### config.mk
export PLATFORM = sky130hd
export DESIGN_NAME = dbg_cmd_ctrl
export DESIGN_NICKNAME = d
export VERILOG_FILES = /design/src/rtl/dbg_cmd_pkg.sv /design/src/rtl/dbg_cmd_dp.sv /design/src/rtl/dbg_cmd_ctl.sv /design/src/rtl/dbg_cmd_ctrl.sv
export SDC_FILE = /design/constraint.sdc
export NUM_CORES = 1
export LEC_CHECK = 0
export ABC_AREA = 1
export CAP_MARGIN = 20
export CORE_UTILIZATION = 53
export DETAILED_ROUTE_END_ITERATION = 6
export PLACE_DENSITY = 0.76
export SKIP_LAST_GASP = 1
export SLEW_MARGIN = 10
export SYNTH_ARGS = -nofsm -noshare
export SYNTH_HDL_FRONTEND = slang
export SYNTH_SLANG_ARGS = --single-unit
### constraint.sdc
create_clock -name tck -period 2.5 [get_ports tck]
set_clock_uncertainty 0.05 [all_clocks]
set_input_delay 0.5 -clock tck [delete_from_list [all_inputs] [get_ports tck]]
set_output_delay 0.5 -clock tck [all_outputs]
set_load 0.03 [all_outputs]
### src/rtl/dbg_cmd_pkg.sv
package dbg_cmd_pkg;
  localparam int CMD_W = 8;
  localparam int RS_W  = 5;
  localparam int NSEL  = 3;

  localparam logic [RS_W-1:0] RS_CPU  = 5'h00;
  localparam logic [RS_W-1:0] RS_CTRL = 5'h11;
  localparam logic [RS_W-1:0] RS_STAT = 5'h12;
  localparam logic [RS_W-1:0] RS_NONE = 5'h1F;

  // select index 0 = CPU scan, 1 = control, 2 = status
  localparam logic [NSEL*RS_W-1:0] SEL_CODES = {RS_STAT, RS_CTRL, RS_CPU};

  localparam logic [CMD_W-1:0] CAPTURE_PAT = 8'h01;

  typedef struct packed {
    logic            rw;
    logic            go;
    logic            ex;
    logic [RS_W-1:0] rs;
  } cmd_t;

  localparam cmd_t CMD_IDLE = '{rw: 1'b0, go: 1'b0, ex: 1'b0, rs: RS_NONE};

  typedef struct packed {
    logic clear;
    logic capture;
    logic shift;
    logic latch;
  } dpCtl_t;
endpackage

### src/rtl/dbg_cmd_dp.sv
module dbg_cmd_dp
  import dbg_cmd_pkg::*;
(
  input  logic   tck,
  input  dpCtl_t ctl,
  input  logic   tdi,
  output logic   tdo,
  output cmd_t   cmd
);
  logic [CMD_W-1:0] shiftReg;

  always_ff @(posedge tck) begin
    if (ctl.clear) begin
      shiftReg <= CAPTURE_PAT;
      cmd      <= CMD_IDLE;
    end else begin
      if (ctl.capture)
        shiftReg <= CAPTURE_PAT;
      else if (ctl.shift)
        shiftReg <= {tdi, shiftReg[CMD_W-1:1]};
      if (ctl.latch)
        cmd <= cmd_t'(shiftReg);
    end
  end

  assign tdo = shiftReg[0];

  p_capture_pattern_r2: assert property (@(posedge tck) disable iff (ctl.clear)
    ctl.capture |=> shiftReg == CAPTURE_PAT);

  p_shift_entry_r3: assert property (@(posedge tck) disable iff (ctl.clear)
    (ctl.shift && !ctl.capture) |=> shiftReg[CMD_W-1] == $past(tdi));

  p_cmd_hold_r4: assert property (@(posedge tck) disable iff (ctl.clear)
    !ctl.latch |=> $stable(cmd));
endmodule

### src/rtl/dbg_cmd_ctl.sv
module dbg_cmd_ctl
  import dbg_cmd_pkg::*;
(
  input  logic            tck,
  input  logic            tapReset,
  input  logic            captureIr,
  input  logic            shiftIr,
  input  logic            updateIr,
  input  logic            updateDr,
  input  logic            cpuInDebug,
  input  cmd_t            cmd,
  output dpCtl_t          dpCtl,
  output logic [NSEL-1:0] selPulse,
  output logic            releasePulse,
  output logic            sessionActive,
  output logic            readReq
);
  logic [NSEL-1:0] rsHit;
  logic            prevDebug;
  logic            enterDebug;
  logic            exitHit;

  assign dpCtl = '{clear: tapReset, capture: captureIr, shift: shiftIr, latch: updateIr};

  for (genvar g = 0; g < NSEL; g++) begin : g_sel
    assign rsHit[g] = (cmd.rs == SEL_CODES[g*RS_W +: RS_W]);
  end

  assign enterDebug = cpuInDebug && !prevDebug;
  assign exitHit    = updateDr && cmd.go && cmd.ex &&
                      (cmd.rs == RS_NONE || cmd.rs == RS_CPU);
  assign readReq    = cmd.rw;

  always_ff @(posedge tck) begin
    if (tapReset) begin
      selPulse      <= '0;
      releasePulse  <= 1'b0;
      sessionActive <= 1'b0;
      prevDebug     <= 1'b0;
    end else begin
      selPulse      <= updateDr ? rsHit : '0;
      releasePulse  <= updateDr && cmd.go;
      prevDebug     <= cpuInDebug;
      sessionActive <= enterDebug || (sessionActive && !exitHit);
    end
  end

  p_sel_onehot_r5: assert property (@(posedge tck) disable iff (tapReset)
    $onehot0(selPulse));

  p_action_gated_r4: assert property (@(posedge tck) disable iff (tapReset)
    ((|selPulse) || releasePulse) |-> $past(updateDr));

  p_release_go_r6: assert property (@(posedge tck) disable iff (tapReset)
    releasePulse |-> $past(cmd.go));

  p_session_entry_r7: assert property (@(posedge tck) disable iff (tapReset)
    $rose(cpuInDebug) |=> sessionActive);

  p_session_clear_r8: assert property (@(posedge tck) disable iff (tapReset)
    ($fell(sessionActive) && !$past(tapReset)) |-> $past(updateDr && cmd.go && cmd.ex));
endmodule

### src/rtl/dbg_cmd_ctrl.sv
module dbg_cmd_ctrl
  import dbg_cmd_pkg::*;
(
  input  logic tck,
  input  logic tapReset,
  input  logic tdi,
  input  logic captureIr,
  input  logic shiftIr,
  input  logic updateIr,
  input  logic updateDr,
  input  logic cpuInDebug,
  output logic tdo,
  output logic readReq,
  output logic selCpuScan,
  output logic selControl,
  output logic selStatus,
  output logic cpuRelease,
  output logic sessionActive
);
  dpCtl_t          dpCtl;
  cmd_t            cmd;
  logic [NSEL-1:0] selPulse;

  dbg_cmd_dp u_dp (
    .tck (tck),
    .ctl (dpCtl),
    .tdi (tdi),
    .tdo (tdo),
    .cmd (cmd)
  );

  dbg_cmd_ctl u_ctl (
    .tck           (tck),
    .tapReset      (tapReset),
    .captureIr     (captureIr),
    .shiftIr       (shiftIr),
    .updateIr      (updateIr),
    .updateDr      (updateDr),
    .cpuInDebug    (cpuInDebug),
    .cmd           (cmd),
    .dpCtl         (dpCtl),
    .selPulse      (selPulse),
    .releasePulse  (cpuRelease),
    .sessionActive (sessionActive),
    .readReq       (readReq)
  );

  assign selCpuScan = selPulse[0];
  assign selControl = selPulse[1];
  assign selStatus  = selPulse[2];
endmodule

# Word-level counts from Yosys, hierarchy flattened
# Cells that the tools add are included.
dict set report word_totals {
  ff_bits 22
  in_bits 8
  out_inout_bits 7
  wordCells 25
}
dict set report op_classes {
  n_eq_ne 3
  bitwise 1
  n_reduce_logical 12
}
# operator n
set op_table {}
lappend op_table {{equality test 5 bit, second input constant} 3}
lappend op_table {{logical AND 1 bit} 5}
lappend op_table {{logical NOT 5 bit} 1}
lappend op_table {{OR reduction 2 bit} 2}
lappend op_table {{logical NOT 1 bit} 2}
lappend op_table {{logical OR 1 bit} 2}
lappend op_table {{NOT 1 bit} 1}

# Depth between registers and ports, before layout
dict set report depth {
  ltp_word 6
  ltp_mapped 7
  mapped_depth_nobuf 7
}

# Hierarchy
# Synthesis repeated with hierarchy kept, for this count alone.
dict set report unflattened {
  hier_cells 127
  hier_area_um2 892.1
}
# mod instances cells_per_inst area_each_um2 seq_area_each_um2
set modules_own_cells {}
lappend modules_own_cells {dbg_cmd_dp 1 83 599.3 320.3}
lappend modules_own_cells {dbg_cmd_ctl 1 44 292.8 120.1}

# Worst setup path before layout
# No wires, ideal clock.
dict set report synth_path {
  path_type {flip-flop to output port}
  start {register u_dp.shiftReg[0]}
  end {output port tdo}
  t_arrival_ps 490
  required_ps 1950
  setup_slack_ps 1460
  stages_incl_launch_ff 1
  path_buffers 0
  path_cell_list {dfxtp_1}
}
# element line
set synth_lines {}
lappend synth_lines {{start: declaration} dbg_cmd_dp.sv:10} ;# logic [CMD_W-1:0] shiftReg;
lappend synth_lines {{start signal: assignment} dbg_cmd_dp.sv:20} ;# shiftReg <= {tdi, shiftReg[CMD_W-1:1]};
lappend synth_lines {{end: declaration} dbg_cmd_ctrl.sv:12} ;# output logic tdo,
# No word-level cell between the ends.

# Worst setup path after layout
dict set report layout_path {
  start {register u_dp.shiftReg[0]}
  end {output port tdo}
}
# No word-level cell between the ends.

==> summary.md <==
| Metric | Value |
|---|---|
| Status | finished with violations |
| Failing checks | design-rule violations |
| Vias in the first global route | 594 |
| Layout cells sized above 1 | 0.175 |
| Starting density of the core | 0.570 |
| Fmax | 526 MHz |
| Buf+Inv Stages, Crit Path | 1 |
| CORE AREA | 1510 sq um |
| Setup Viol. Count Final | 0 |
| Finished Core Util | 0.682 |
| Gpl congestion | 0.816 |
| Diodes inserted | 0 |
| H-tree Lvls | 1 |
| Drt drc | 1 |
| Post-Synthesis Net Count | 113 |
| Total CTS buffers | 3 |
| Leak pwr | 0.402 nW |
| Worst hold path type | register to register |
| Largest net degree at the start of global routing | 13 |
| #FFs+latches synth | 22 |
| Initial antenna violation count | 0 |
| Tmin final | 1900 ps |
| Fin. Hold Viols | 0 |
| Critical Path Max Stage Delay | 690 ps |
| Yosys cell types | 19 |
| CTS Sinks | 22 |
| Final Net Count | 129 |
| WL final | 1.44 mm |
| Period utilization | 0.761 |
| Worst-Skew Late Latency | 300 ps |
| Netlist Area Pre-Place | 858 sq um |
| Design Area, Final | 1030 sq um |
| Total Neg Setup Slack | 0 ps |
| Wire per inst | 10.6 microns |
| CTS Root Cell | clkbuf_4 |
| Critical-path cell list | clkdlybuf4s50_1 |
| Row count | 14 |
| Die ar. | 1780 sq um |
| First-pass GRT wire length | 2.49 mm |
| Placed Area | 991 sq um |
| Routed vias/inst | 4.89 |
| Port Buf Inserts | 14 |
| Syn avg cell area | 8.17 sq um |
| Slew @ Worst Pin | 462 ps |
| Critical-path maximum fanout | 3 |
| Headroom to the max-slew limit | 0.691 |
| GRT Total Usage | 0.185 |
| Die H | 42.2 microns |
| Longest Clk Path Bufs | 2 |
| Area Overhead vs Synth | 19.7% |
| FILL cells | 133 |
| Syn Inst Count | 105 |
| Reg area | 440 sq um |
| Post-CTS Resized | 0 |
| Setup Buffers After CTS | 0 |
| Pins Over Slew Limit | 0 |
| Sequential share of the synthesized area | 0.513 |
| CP top delay family | buffers and inverters |
| Initial drt markers | 15 |
| Worst IR Drop VDD | 0.000332 V |
| Pre-antenna DRT Iters | 5 |
| Total grt overflow | 0 |
| DP HPWL | 1.10 mm |
| WS Path Type | register to output pin |
| Cts hold-fix bufs | 0 |
| RSZ-0062 raised after global routing | false |
| CTS tree | yes |
| Endpoint class of the critical path | output pin |
| Worst hold slack | 412 ps |
| Area occupied by multi-input gates | 337 sq um |
| Synth warn | 0 |
| Die Width | 42.2 microns |
| Reg clk slew, reported paths | 120 ps |
| PwrDens | 614 nW/um^2 |
| Max cap viols | 0 |
| Via Count | 665 |
| Worst path slowest cell | clkdlybuf4s50_1 |
| Final ANT Viol Nets | 0 |
| Startpoint types | register |
| Num ports | 15 |
| Req. time, crit path | 1950 ps |
| Critical path data arrival time | 1350 ps |
## logic make-up after synthesis
group / synth area share
buf+inv: 0.0947
compound gates: 0.136
flops: 0.513
simple gates: 0.257
## cell usage after synthesis (all sizes together)
library cell | n | share of area
o21ai | 6 | 0.035
nor3 | 1 | 0.0058
nand2 | 31 | 0.14
buf | 3 | 0.032
clkinv | 1 | 0.0044
dfxtp | 22 | 0.51
a21oi | 12 | 0.10
nor4 | 1 | 0.015
nand3 | 5 | 0.035
nor2 | 11 | 0.060
inv | 12 | 0.058
## cell type report
class,count,share of cell area
clock buffer,4,0.0353
inverter,13,0.0524
sequential,22,0.429
timing repair buffer,14,0.136
tap,16,0.0195
multi-input combinational,67,0.328
## layer usage
layer	vias to the layer above	GRT usage	part of all wire
met1	288	0.222	0.50
met4	0	0.113	0.022
met3	4	0.0259	0.031
li1	359	-	-
met5	-	0	0
met2	14	0.311	0.45
## per-stage QoR
stage	power [mW]	setup slack, ps	std cells
2_1_floorplan	0.424	1460	105
3_3_place_gp	0.446	810	132
3_5_place_dp	0.447	781	132
4_1_cts	0.636	591	136
5_1_grt	0.656	551	136
6_report	0.630	599	136
## report_power, final
part / switching (mW) / internal, mW / leakage, nW
Clock: 0.102 / 0.0887 / 0.0210
Sequential: 0.00777 / 0.363 / 0.180
Combinational: 0.0410 / 0.0277 / 0.200
Total: 0.151 / 0.479 / 0.402
## sequential cells by signal, summed over array words and instances, names as in the netlist
register,count
u_ctl.selPulse,3
u_dp.shiftReg,8
u_ctl.releasePulse,1
u_ctl.sessionActive,1
u_ctl.prevDebug,1
u_dp.cmd,8
## worst paths after layout
path                                       start  cells past startpoint                  end  slack, ps
worst max-delay path            u_dp.shiftReg[0]                      1                  tdo        600
worst min register to register       u_dp.cmd[6]                      2          u_dp.cmd[6]        410
worst min-delay path                 u_dp.cmd[6]                      2          u_dp.cmd[6]        410
worst max register to register       u_dp.cmd[2]                      7  u_ctl.sessionActive       1530
## cells in the final DEF (no fill, tap or decap)
cell             netlist  final
inv_6                  1      1
nor2_1                 9      9
nor3_1                 1      1
nand3_2                1      1
nor2_2                 1      1
o21ai_0                6      6
clkbuf_8               0      1
clkinv_1               1      1
inv_1                  8      8
a21oi_2                7      7
nand2_1               29     29
nor2_4                 1      1
inv_2                  3      3
nand2_2                2      2
nor4_2                 1      1
nand3_1                4      4
a21oi_1                5      5
dfxtp_1               22     22
clkdlybuf4s50_1        0     14
clkbuf_4               0      3
Note: power is estimated with default switching activity, not from simulation.
